===== src/rtl/fdr_pkg.sv =====
package fdr_pkg;
    typedef enum logic [1:0] {
        ST_PREFIX = 2'd0,
        ST_TAIL   = 2'd1,
        ST_FLUSH  = 2'd2
    } fdr_state_e;
endpackage


===== src/rtl/fdr_zero_pool.sv =====
// Counts zeros that are owed to the scan output but not yet emitted.
module fdr_zero_pool #(
    parameter int PW = 10
) (
    input  logic          clk,
    input  logic          rst,
    input  logic          add_en,
    input  logic [PW-1:0] add_val,
    input  logic          take,
    output logic          empty
);
    logic [PW-1:0] count_d, count_q;

    always_comb begin
        count_d = count_q;
        if (take)   count_d = count_d - PW'(1);
        if (add_en) count_d = count_d + add_val;
    end

    always_ff @(posedge clk) begin
        if (rst) count_q <= '0;
        else     count_q <= count_d;
    end

    assign empty = (count_q == '0);


    no_underflow_chk: assert property (@(posedge clk) disable iff (rst)
        take |-> (count_q != '0));
endmodule


===== src/rtl/fdr_tail_shift.sv =====
// Collects the index half of a codeword, most significant bit first.
module fdr_tail_shift #(
    parameter int KMAX = 8,
    parameter int GW   = 4
) (
    input  logic            clk,
    input  logic            rst,
    input  logic            load,
    input  logic            bit_in,
    input  logic [GW-1:0]   len,
    output logic            last,
    output logic [KMAX-1:0] idx_next
);
    typedef struct packed {
        logic [GW-1:0]   cnt;
        logic [KMAX-1:0] idx;
    } sh_t;

    sh_t s_d, s_q;

    assign idx_next = {s_q.idx[KMAX-2:0], bit_in};
    assign last     = (s_q.cnt == len - GW'(1));

    always_comb begin
        s_d = s_q;
        if (load) begin
            if (last) begin
                s_d.cnt = '0;
                s_d.idx = '0;
            end else begin
                s_d.cnt = s_q.cnt + GW'(1);
                s_d.idx = idx_next;
            end
        end
    end

    always_ff @(posedge clk) begin
        if (rst) s_q <= '0;
        else     s_q <= s_d;
    end


    tail_len_chk: assert property (@(posedge clk) disable iff (rst)
        load |-> (s_q.cnt < len));
endmodule


===== src/rtl/fdr_decoder.sv =====
module fdr_decoder
    import fdr_pkg::*;
#(
    parameter int KMAX = 8
) (
    input  logic clk,
    input  logic rst,
    input  logic tick_en,
    input  logic in_valid,
    input  logic in_bit,
    output logic in_ready,
    output logic out_valid,
    output logic out_bit,
    output logic err
);
    localparam int GW = $clog2(KMAX + 1);
    localparam int PW = KMAX + 2;

    typedef struct packed {
        fdr_state_e    state;
        logic [GW-1:0] grp;
        logic          err;
        logic          ov;
        logic          ob;
    } regs_t;

    regs_t r_d, r_q;

    logic          acc;
    logic          take;
    logic          pool_empty;
    logic          add_en;
    logic [PW-1:0] add_val;
    logic          sh_load;
    logic          sh_last;
    logic [KMAX-1:0] sh_next;

    fdr_zero_pool #(.PW(PW)) pool_i (
        .clk     (clk),
        .rst     (rst),
        .add_en  (add_en),
        .add_val (add_val),
        .take    (take),
        .empty   (pool_empty)
    );

    fdr_tail_shift #(.KMAX(KMAX), .GW(GW)) tail_i (
        .clk      (clk),
        .rst      (rst),
        .load     (sh_load),
        .bit_in   (in_bit),
        .len      (r_q.grp),
        .last     (sh_last),
        .idx_next (sh_next)
    );

    always_comb begin
        r_d      = r_q;
        in_ready = tick_en && (r_q.state != ST_FLUSH);
        acc      = in_valid && in_ready;
        take     = !pool_empty;
        add_en   = 1'b0;
        add_val  = '0;
        sh_load  = 1'b0;
        r_d.ov   = 1'b0;
        r_d.ob   = 1'b0;

        // output side: one bit per clock
        if (take) begin
            r_d.ov = 1'b1;
            r_d.ob = 1'b0;
        end else if (r_q.state == ST_FLUSH) begin
            r_d.ov    = 1'b1;
            r_d.ob    = 1'b1;
            r_d.state = ST_PREFIX;
        end

        // input side: consume at tester rate
        unique case (r_q.state)
            ST_PREFIX: begin
                if (acc) begin
                    if (in_bit) begin
                        if (r_q.grp == GW'(KMAX)) begin
                            r_d.err = 1'b1;
                        end else begin
                            add_en  = 1'b1;
                            add_val = PW'(1) << r_q.grp;
                            r_d.grp = r_q.grp + GW'(1);
                        end
                    end else begin
                        r_d.state = ST_TAIL;
                    end
                end
            end
            ST_TAIL: begin
                if (acc) begin
                    sh_load = 1'b1;
                    if (sh_last) begin
                        add_en    = 1'b1;
                        add_val   = PW'(sh_next);
                        r_d.state = ST_FLUSH;
                        r_d.grp   = GW'(1);
                    end
                end
            end
            default: ;
        endcase
    end

    always_ff @(posedge clk) begin
        if (rst) begin
            r_q.state <= ST_PREFIX;
            r_q.grp   <= GW'(1);
            r_q.err   <= 1'b0;
            r_q.ov    <= 1'b0;
            r_q.ob    <= 1'b0;
        end else begin
            r_q <= r_d;
        end
    end

    assign out_valid = r_q.ov;
    assign out_bit   = r_q.ob;
    assign err       = r_q.err;


    err_sticky_chk: assert property (@(posedge clk) disable iff (rst)
        err |=> err);


    one_after_drain_chk: assert property (@(posedge clk) disable iff (rst)
        (out_valid && out_bit) |-> $past(pool_empty));


    one_ends_code_chk: assert property (@(posedge clk) disable iff (rst)
        (out_valid && out_bit) |-> (r_q.state == ST_PREFIX));


    flush_block_chk: assert property (@(posedge clk) disable iff (rst)
        (acc && r_q.state == ST_TAIL && sh_last) |=> !in_ready);
endmodule


===== config.mk =====
export PLATFORM = sky130hd
export DESIGN_NAME = fdr_decoder
export DESIGN_NICKNAME = d
export VERILOG_FILES = /design/src/rtl/fdr_pkg.sv /design/src/rtl/fdr_zero_pool.sv /design/src/rtl/fdr_tail_shift.sv /design/src/rtl/fdr_decoder.sv
export SDC_FILE = /design/constraint.sdc
export NUM_CORES = 1
export LEC_CHECK = 0
export ABC_CLOCK_PERIOD_IN_PS = 7200
export BUFFER_PORTS_ARGS = -buffer_cell sky130_fd_sc_hd__buf_2
export CAP_MARGIN = 15
export CORE_UTILIZATION = 40
export DETAILED_ROUTE_END_ITERATION = 12
export GPL_TIMING_DRIVEN = 0
export PLACE_DENSITY = 0.61
export REMOVE_ABC_BUFFERS = 1
export SYNTH_ARGS = -nofsm -noshare
export SYNTH_HDL_FRONTEND = slang
export SYNTH_SLANG_ARGS = --single-unit

===== constraint.sdc =====
create_clock -name clk -period 7.2 [get_ports clk]
set_input_delay 1.44 -clock clk [delete_from_list [all_inputs] [get_ports clk]]
set_output_delay 1.44 -clock clk [all_outputs]
set_load 0.1 [all_outputs]

==> impl_metrics.sql <==
INSERT INTO impl_metrics (metric_group, metric, value, unit) VALUES
('outcome', 'outcome', 'complete, no violations', ''),
('sta', 'finalMaxSlewViolations', '0', ''),
('die', 'design.portCount', '9', ''),
('clock_tree', 'post_cts_buffers', '0', ''),
('critical_path', 'cp_top_family', 'simple AND/OR/NAND/NOR gates', ''),
('synthesis', 'synth.cell_area', '0.00207', 'mm²'),
('synthesis', 'post-synth-top-area-cell', 'sky130_fd_sc_hd__dfxtp_1', ''),
('clock_tree', 'cts_tree', 'yes', ''),
('critical_path', 'worstPathArrival', '4.52', 'ns'),
('synthesis', 'synth_async_sr_flop_share', '0', '%'),
('clock_tree', 'htree_num_levels', '2', ''),
('synthesis', 'synth_compound_area_share', '18.4', '%'),
('power_and_ir_drop', 'cellLeakagePower', '0.914', 'nW'),
('die', 'start_util', '42.6', '%'),
('global_route', 'pin_count_of_the_biggest_net_entering_global_routing', '22', ''),
('power_and_ir_drop', 'switching_share', '44.5', '%'),
('global_route', 'global_route.usage.total', '17.8', '%'),
('critical_path', 'path_class', 'in2reg', ''),
('synthesis', 'synth_ff_type', 'sky130_fd_sc_hd__dfxtp_1', ''),
('die', 'placeableCoreArea', '0.00485', 'mm²'),
('detailed_routing', 'drt_first_iter_violations', '62', ''),
('sta', 'finalCriticalPeriod', '4.30', 'ns'),
('detailed_routing', 'firstDrtPassIters', '4', ''),
('clock_tree', 'cts.sinks', '30', ''),
('sta', 'final_hold_viol_count', '0', ''),
('run', 'timing.max_cap.violations', '0', ''),
('sta', 'grt_setup_unrepaired', 'no', ''),
('critical_path', 'cp_max_fo', '13', ''),
('power_and_ir_drop', 'peakVddDrop', '0.190', 'mV'),
('synthesis', 'post_synth_mux_area_share', '2.67', '%'),
('synthesis', 'synth-seq-cells', '30', ''),
('synthesis', 'post_synth_inst_count', '243', ''),
('power_and_ir_drop', 'clkPwrFrac', '17.0', '%'),
('synthesis', 'yosys-top-cells-area', 'sky130_fd_sc_hd__dfxtp_1 (29%), sky130_fd_sc_hd__ha_1 (11%), sky130_fd_sc_hd__xnor2_1 (5.1%), sky130_fd_sc_hd__xor2_1 (5.1%), sky130_fd_sc_hd__nand2_1 (4.5%)', ''),
('final_layout', 'diodes', '0', ''),
('sta', 'headroom_to_the_max_slew_limit', '60.0', '%'),
('synthesis', 'yosys.area_share.simple', '23.8', '%'),
('detailed_routing', 'drc', '0', ''),
('critical_path', 'path_cells', 'buf_2 > and3b_2 > nand2_2 > nor4_2 > buf_4 > a22o_1 > ha_1 > and4_1 > a2bb2o_1 > a21oi_1 > mux2_2 > a41oi_1 > mux2i_1', ''),
('sta', 'timing_worst_slew_pin_value', '0.596', 'ns'),
('global_route', 'globalRouteOverflowTotal', '0', ''),
('power_and_ir_drop', 'p_per_area', '372', 'mW/mm²'),
('sta', 'setup-violations-final', '0', ''),
('critical_path', 'worst-endpoint-required', '7.42', 'ns'),
('detailed_routing', 'postRouteWirelength', '4260', 'µm'),
('global_route', 'grt_first_pass_wirelength', '7250', 'µm'),
('critical_path', 'critical-path-slowest-cell', 'sky130_fd_sc_hd__nor4_2', ''),
('final_layout', 'fin_cells', '319', ''),
('place', 'gp_routability_congestion', '0.798', ''),
('power_and_ir_drop', 'pint', '0.000463', 'W'),
('die', 'rows', '25', ''),
('detailed_routing', 'met3RoutedLength', '98', 'µm'),
('detailed_routing', 'topRoutingLayerUsed', 'met4', ''),
('synthesis', 'synthesis.yosys.warnings', '0', ''),
('synthesis', 'syn_avg_cell_area', '8.50', 'µm²'),
('place', 'dpl.hpwl', '3170', 'µm'),
('clock_tree', 'clk_pin_slew', '0.06', 'ns'),
('sta', 'skew', '0.0123', 'ns'),
('clock_tree', 'clockBufferDepth', '2', ''),
('synthesis', 'synth_fa_ha_area_share', '11.9', '%'),
('clock_tree', 'cts.repair.resized', '0', ''),
('global_route', 'first_global_vias', '1601', ''),
('detailed_routing', 'wl_met2', '1870', 'µm'),
('critical_path', 'crit_end_element', 'register', ''),
('power_and_ir_drop', 'psw', '0.000372', 'W'),
('critical_path', 'timing.critical_path.from_type', 'input port', ''),
('detailed_routing', 'route.detailed.wl_per_inst', '13.3', 'µm'),
('critical_path', 'critical_path_buf_inv_count', '2', ''),
('final_layout', 'finalNetCount', '275', ''),
('min_path', 'hold_class', 'reg2reg', ''),
('detailed_routing', 'wl_met1', '2170', 'µm');
per-stage QoR:
step	utilization, %	setup WS (ns)	cell area [µm²]
floorplan	-	2.78	2020
global placement	44.3	2.14	2150
detailed placement	44.3	2.08	2150
CTS	46.2	2.39	2240
global route	46.3	2.67	2250
finish	46.3	2.90	2250
layout by cell type, fill, tap and decap left out, drive strengths merged, types with 2 or more instances in the layout:
master  instances
nand3           6
a211oi          5
or2             4
nand2b          5
nand2          27
nor4            2
nor2b           2
a32o            3
mux2i           4
a21o            2
or4             3
xnor2          12
or3             3
xor2           12
a21oi          18
inv            10
buf             9
nor2           25
and2            2
a22oi           5
dfxtp          30
ha             18
a22o            5
and4            3
clkbuf          7
nor3            7
o21ai           6
per-layer routing:
layer	up-vias	track usage, %
li1	875	-
met1	760	22.2
met2	15	28.3
met3	11	3.70
met4	0	10.0
met5	-	0
sequential cells by signal, summed over array words and instances, names as in the netlist:
signal	flops
pool_i.count_q	10
r_q	6
tail_i.s_q	4
err	1
out_bit	1
out_valid	1
tail_i.idx_next	7
cell type report:
cell class / instances / area, µm²
clock buffers: 7 / 86.3
well taps: 67 / 83.8
multi-input cells: 195 / 1390
repair buffers: 9 / 47.5
clock inverters: 1 / 5.00
flip-flops and latches: 30 / 601
inverters: 10 / 37.5
fillers: 490 / 2600
worst reg2reg max path: cells and delay by family (launching register included):
kind                       cells  cell delay [ns]
and+or+nand+nor                3             1.27
AOI/OAI and AO/OA              4             0.92
muxes                          2             0.56
adders and majority gates      1             0.40
DFF                            1             0.35
xor gates and xnor gates       1             0.20
cells by family (layout without fill, tap and decap cells):
logic type | after synthesis | count (layout)
DFF | 30 | 30
xor gates and xnor gates | 24 | 24
other | 1 | 1
adders and majority gates | 19 | 19
buffers and inverters | 18 | 27
and+or+nand+nor | 92 | 92
AOI/OAI and AO/OA | 54 | 54
muxes | 5 | 5
power groups by stage:
| stage | Clock (W) | Sequential, W | Combinational [W] |
|---|---|---|---|
| floorplan | 0 | 0.000233 | 0.000373 |
| global placement | 0 | 0.000222 | 0.000462 |
| detailed placement | 0 | 0.000223 | 0.000470 |
| CTS | 0.000147 | 0.000219 | 0.000474 |
| global route | 0.000155 | 0.000223 | 0.000533 |
| finish | 0.000142 | 0.000219 | 0.000474 |
path summary, 6_finish.rpt:
path / from / endpoint / slack (ns) / depth (start not counted)
min: err / err / 0.46 / 2
min reg2reg: err / err / 0.46 / 2
max reg2reg: pool_i.count_q[3] / pool_i.count_q[9] / 3.42 / 11
max: tick_en / pool_i.count_q[9] / 2.90 / 13
(Power assumes the default switching activity.)
